--- config.mk ---
export PLATFORM = sky130hd
export DESIGN_NAME = irqcmb_top
export DESIGN_NICKNAME = d
export VERILOG_FILES = /design/src/rtl/irqcmb_pkg.sv /design/src/rtl/irqcmb_regs.sv /design/src/rtl/irqcmb_group.sv /design/src/rtl/irqcmb_top.sv
export SDC_FILE = /design/constraint.sdc
export NUM_CORES = 1
export LEC_CHECK = 0
export BUFFER_PORTS_ARGS = -buffer_cell sky130_fd_sc_hd__buf_2
export CAP_MARGIN = 0
export CORE_MARGIN = 5
export CORE_UTILIZATION = 25
export CTS_BUF_LIST = sky130_fd_sc_hd__clkbuf_8
export CTS_CLUSTER_DIAMETER = 200
export CTS_CLUSTER_SIZE = 30
export DETAILED_ROUTE_END_ITERATION = 7
export SYNTH_ARGS = -nofsm -noshare
export SYNTH_HDL_FRONTEND = slang
export SYNTH_HIERARCHICAL = 1
export SYNTH_SLANG_ARGS = --single-unit
--- constraint.sdc ---
create_clock -name clk -period 2.95 [get_ports clk]
set_input_delay 0.4425 -clock clk [delete_from_list [all_inputs] [get_ports clk]]
set_output_delay 0.4425 -clock clk [all_outputs]
set_load 0.02 [all_outputs]
--- src/rtl/irqcmb_pkg.sv ---
package irqcmb_pkg;
  localparam int unsigned OFS_EN_SET = 32'h0;
  localparam int unsigned OFS_EN_CLR = 32'h4;
  localparam int unsigned OFS_STATUS = 32'hC;

  typedef enum logic [1:0] {
    ACC_UNDEF = 2'd0,
    ACC_SET   = 2'd1,
    ACC_CLR   = 2'd2,
    ACC_STAT  = 2'd3
  } acc_kind_e;
endpackage

--- src/rtl/irqcmb_regs.sv ---
module irqcmb_regs
  import irqcmb_pkg::*;
#(
  parameter int unsigned NG     = 4,
  parameter int unsigned GW     = 8,
  parameter int unsigned ADDR_W = 4,
  localparam int unsigned DW    = NG * GW
) (
  input  logic              clk,
  input  logic              rst,
  input  logic              wr_en,
  input  logic              rd_en,
  input  logic [ADDR_W-1:0] addr,
  input  logic [DW-1:0]     wr_data,
  input  logic [DW-1:0]     status_i,
  output logic [DW-1:0]     rd_data,
  output logic [DW-1:0]     en_mask
);
  acc_kind_e kind;

  always_comb begin
    if (32'(addr) == OFS_EN_SET)      kind = ACC_SET;
    else if (32'(addr) == OFS_EN_CLR) kind = ACC_CLR;
    else if (32'(addr) == OFS_STATUS) kind = ACC_STAT;
    else                              kind = ACC_UNDEF;
  end

  // enable mask: only set/clear addresses can touch it
  always_ff @(posedge clk) begin
    if (rst) begin
      en_mask <= '0;
    end else if (wr_en) begin
      case (kind)
        ACC_SET: en_mask <= en_mask | wr_data;
        ACC_CLR: en_mask <= en_mask & ~wr_data;
        default: en_mask <= en_mask;
      endcase
    end
  end

  logic [DW-1:0] rd_mux;

  always_comb begin
    case (kind)
      ACC_SET, ACC_CLR: rd_mux = en_mask;
      ACC_STAT:         rd_mux = status_i;
      default:          rd_mux = '0;
    endcase
  end

  always_ff @(posedge clk) begin
    if (rst)        rd_data <= '0;
    else if (rd_en) rd_data <= rd_mux;
    else            rd_data <= '0;
  end
endmodule

--- src/rtl/irqcmb_group.sv ---
module irqcmb_group #(
  parameter int unsigned GW    = 8,
  localparam int unsigned IDX_W = (GW > 1) ? $clog2(GW) : 1
) (
  input  logic             clk,
  input  logic             rst,
  input  logic [GW-1:0]    pend,
  output logic             irq_o,
  output logic [IDX_W-1:0] idx_o,
  output logic             vld_o
);
  logic [IDX_W-1:0] low_idx;
  logic             any;

  // lowest set bit: scan downward so the lowest match wins
  always_comb begin
    low_idx = '0;
    for (int i = GW - 1; i >= 0; i--) begin
      if (pend[i]) low_idx = i[IDX_W-1:0];
    end
    any = |pend;
  end

  always_ff @(posedge clk) begin
    if (rst) begin
      irq_o <= 1'b0;
      idx_o <= '0;
      vld_o <= 1'b0;
    end else begin
      irq_o <= any;
      idx_o <= any ? low_idx : '0;
      vld_o <= any;
    end
  end
endmodule

--- src/rtl/irqcmb_top.sv ---
module irqcmb_top
  import irqcmb_pkg::*;
#(
  parameter int unsigned NG     = 4,
  parameter int unsigned GW     = 8,
  parameter int unsigned ADDR_W = 4,
  localparam int unsigned DW    = NG * GW,
  localparam int unsigned IDX_W = (GW > 1) ? $clog2(GW) : 1
) (
  input  logic                clk,
  input  logic                rst,
  input  logic [DW-1:0]       irq_in,
  input  logic                wr_en,
  input  logic                rd_en,
  input  logic [ADDR_W-1:0]   addr,
  input  logic [DW-1:0]       wr_data,
  output logic [DW-1:0]       rd_data,
  output logic [NG-1:0]       grp_irq,
  output logic [NG*IDX_W-1:0] grp_idx,
  output logic [NG-1:0]       grp_vld
);
  logic [DW-1:0] en_mask;
  logic [DW-1:0] status;

  assign status = irq_in & en_mask;

  irqcmb_regs #(.NG(NG), .GW(GW), .ADDR_W(ADDR_W)) u_regs (
    .clk      (clk),
    .rst      (rst),
    .wr_en    (wr_en),
    .rd_en    (rd_en),
    .addr     (addr),
    .wr_data  (wr_data),
    .status_i (status),
    .rd_data  (rd_data),
    .en_mask  (en_mask)
  );

  for (genvar g = 0; g < NG; g++) begin : g_grp
    irqcmb_group #(.GW(GW)) u_grp (
      .clk   (clk),
      .rst   (rst),
      .pend  (status[g*GW +: GW]),
      .irq_o (grp_irq[g]),
      .idx_o (grp_idx[g*IDX_W +: IDX_W]),
      .vld_o (grp_vld[g])
    );
  end
endmodule

Word level (Yosys, flattened, before mapping)

Cells that the tools add are included.

Bits in registers: 80
Bits in latches: 0
Memory bits (writable): 0
ROM bits: 0
Logic and storage cells: 86
Memories kept: 0

Add/subtract/negate cells: 0
$mul: 0
Div/mod/pow operators: 0
$lt $le $gt $ge: 0
Equal/unequal tests: 5
Shift-type cells: 0
Multiplexer cells: 33
Bitwise gates (word level): 9
Reductions and logical operators: 21

Operators with widths:

| kind                 | number |
|---|---|
| $pmux W32 S2         | 2 |
| $and A32 B32 Y32     | 2 |
| $mux W3              | 16 |
| $not A32 Y32         | 1 |
| $or A32 B32 Y32      | 1 |
| $reduce_or A8 Y1     | 4 |
| $reduce_or A6 Y1     | 4 |
| $mux W2              | 11 |
| $reduce_or A4 Y1     | 4 |
| $reduce_or A3 Y1     | 4 |
| $not A1 Y1           | 5 |
| $eq A2 B2 Y1 const B | 2 |
| $eq A4 B3 Y1 const B | 1 |
| $eq A4 B4 Y1 const B | 1 |
| $logic_not A4 Y1     | 1 |
| $mux W1              | 4 |
| $reduce_or A2 Y1     | 2 |
| $eq A2 B1 Y1 const B | 1 |
| $reduce_and A2 Y1    | 1 |
| $reduce_bool A2 Y1   | 1 |

Depth between registers and ports, before layout

Depth in word-level cells: 8
Mapped depth: 7
Gate-level depth less buffers: 5

By module

The synthesis kept the hierarchy.

Modules (own cells, without submodules):

| module       | times used | cells each | area each (um^2) | seq. area each (um^2) |
|---|---|---|---|---|
| irqcmb_regs  | 1          | 232        | 2553.7           | 1281.2 |
| irqcmb_group | 4          | 22         | 187.7            | 80.1 |
| irqcmb_top   | 1          | 32         | 200.2            | 0.0 |

Least setup slack after synthesis

No wires, ideal clock.

Path kind: input -> register
Start: input addr[1]
End: register with a tool-made name
Library setup time: 88 ps
Arrival: 1715 ps
Required time: 2862 ps
Slack: 1146 ps
Cell stages on the path: 7
Cells stage by stage: nor2_1 > nand2_1 > ha_1 > buf_4 > clkbuf_1 > a31oi_1 > a311oi_2

RTL lines:

| item            | line             | text |
|---|---|---|
| start, declared | irqcmb_top.sv:15 | `input logic [ADDR_W-1:0] addr,` |

==> impl_metrics.yaml <==
global_route:
  grt_pass1_wl_um: 16890
  grt_start_max_net_pins: 37
  grt_pass1_vias: 3367
  groute.usage.overall: 0.1304
  globalRouteOverflowTotal: 0
  antenna_found_initial: 0
worst_setup_path:
  cp-end-kind: "register"
  slowest_delay_ps: 450
  slowest_stage: "and2_2"
  arrival_ps: 2010
  crit_type: "input port to register"
  startpoint_type: "input port"
  critical_path.max_fanout: 18
  ff2ff_path_depth: 3
  cp.required_ps: 3180
  r2r-end: "g_grp[2].u_grp/vld_o$_SDFF_PP0_"
  path_cells: "buf_2 > xnor2_1 > nand2_1 > ha_2 > and2_2 > buf_12 > a311oi_1"
  rrSetupSlack_ps: 1750
yosys:
  synth.yosys.seq_area_share: 0.4570
  synthAdderAreaFrac: 0.01071
  synth_warnings: 6
  synth_flop_cell: "dfxtp_1"
  synth_top_area_frac: 0.4570
  synth_simple_gate_area_share: 0.1767
  ys_types: 25
  synth-xor-area-share: 0.002499
  yosysTopAreaCell: "dfxtp_1"
  synthMuxAreaShare: 0
  syn_nets: 427
  netlist_top_cells_area: "dfxtp_1 (46%), a311oi_2 (10%), a22oi_1 (6.9%)"
  postSynthCellCount: 352
  ys_ff_latch: 80
  synth_compound_area_frac: 0.2842
  syn_area_per_cell_um2: 9.956
  ys_async_sr_fraction: 0
  synth_top_family_by_area: "compound AO/OA/AOI/OAI gates"
  syn_area_um2: 3505
  synth_edf_count: 0
clock_network:
  root_buffer: "clkbuf_8"
  cts_setup_buffers: 0
  cts_tree: "done"
  ctsHtreeMaxLevel: 3
  cts_buffer_depth: 2
  postCtsHoldBufs: 0
  clock-sinks: 80
  worstSkewPairLatency_ps: 360
  cts_buffers: 9
  cts_resized: 0
  clkTransAtPathRegs_ps: 80
placed_design:
  numPortBuffers: 123
  dpl.hpwl_um: 7774
  placed_cell_area_um2: 4220
  routabilityCongestion: 0.7933
floorplan:
  rows: 43
  dieArea_um2: 16490
  start_util: 0.2535
  core-area_um2: 13830
  die_w_um: 128.4
  die_h_um: 128.4
  boundaryPins: 124
cells_and_area:
  layout.nets: 539
  drive_gt1_frac: 0.4030
  stdcell_area_um2: 4461
  layout_commonest_cell: "buf_2"
  areaGrowthSynthToFinish_pct: 27.28
  fillers: 1427
  final_cell_mix: "buf_2 (123), dfxtp_1 (80), nor2_1 (53)"
  diodes: 0
min_path:
  hold_class: "input port to register"
  hold_path_depth: 2
  worstHoldStart: "wr_data[24]"
power:
  leakage_nw: 1.714
  vdd_drop_max_uv: 199.6
  power_per_cell_area_nw_per_um2: 533.9
detailed_routing:
  routed_wl_um: 10720
  wl_per_cell_um: 16.52
  first_pass_iters: 4
  drc: 0
  via_per_inst: 4.943
  via_count: 3208
  antenna_left: 0
  drtIter0Drc: 174
sta:
  setup_tns_ps: 0
  rsz0062_at_grt: "false"
  timing.fmax_mhz: 564.1
  slew_viol_final: 0
  finClkSkew_ps: 6.161
  fin_crit_sh: 0.6009
  hold_viol: 0
  slew_headroom: 0.6854
  tightest_slew_ps: 471.9
  setup_viol: 0
  min_period_ps: 1773
run_status:
  status: "finished clean"
job:
  max-cap-violations: 0
## worst max-delay path, delay by kind of cell
family                   cells  cell delay, ps
AND/OR/NAND/NOR              2             560
buffers and inverters        2             350
AO/OA/AOI/OAI                1             110
XOR/XNOR                     1             180
adder cells (fa/ha/maj)      1             350
## metrics by stage
step / power, mW / hold slack (ps) / setup WS, ps / std cells / utilization
floorplan: 1.340 / 494.5 / 1146 / 352 / -
global placement: 1.440 / 515.9 / 853.8 / 633 / 0.3052
detailed placement: 1.450 / 520.2 / 796.0 / 633 / 0.3052
CTS: 2.416 / 250.3 / 1201 / 649 / 0.3226
global route: 2.497 / 265.6 / 1105 / 649 / 0.3226
finish: 2.382 / 283.4 / 1177 / 649 / 0.3226
## cell usage after synthesis, types with 6 or more instances
cell and number:
a21oi_1 8, nand2_1 6, a311oi_2 24, o21ai_0 8, clkbuf_1 12, a311oi_1 8, buf_6 6, and2_1 35
nor4_2 8, a22oi_1 32, a31oi_1 36, dfxtp_1 80, nor2_1 53
## logic make-up (layout without fill, tap and decap cells)
kind of cell	Yosys count	after routing
AOI/OAI and AO/OA	120	120
xor gates and xnor gates	1	1
adders and majority gates	3	3
buffers and inverters	37	154
DFF	80	80
and+or+nand+nor	111	111
## area by class of cell
| type | count | area [µm²] | share of cell area |
|---|---|---|---|
| Multi-Input combinational cell | 235 | 1668 | 0.3739 |
| Sequential cell | 80 | 1602 | 0.3590 |
| Timing Repair Buffer | 134 | 710.7 | 0.1593 |
| Tap cell | 180 | 225.2 | 0.05049 |
| Clock buffer | 12 | 165.2 | 0.03703 |
| Clock inverter | 4 | 75.07 | 0.01683 |
| Inverter | 4 | 15.01 | 0.003366 |
## worst max-delay path by stage
stage	depth (start not counted)	startpoint	slack, ps	endpoint
final	7	addr[2]	1180	register
after global routing	7	addr[2]	1100	register
after CTS	7	addr[2]	1200	register
after detailed placement	7	addr[2]	800	register
after global placement	7	addr[3]	850	register
after floorplan	7	addr[1]	1150	register
## power by group
part	switching, mW	internal (mW)	total (mW)
logic	0.180	0.115	0.295
registers	0.0176	1.11	1.13
clock network	0.412	0.546	0.958
## layer usage
layer  global-route usage  up-vias  wire length [µm]
met4              0.06679        0               263
met5                    0        -                 0
met2               0.2179      125              5156
met1               0.1537     1527              4598
met3              0.03445       20               702
li1                     -     1536                 -
Power figures use the tool's default switching activity.
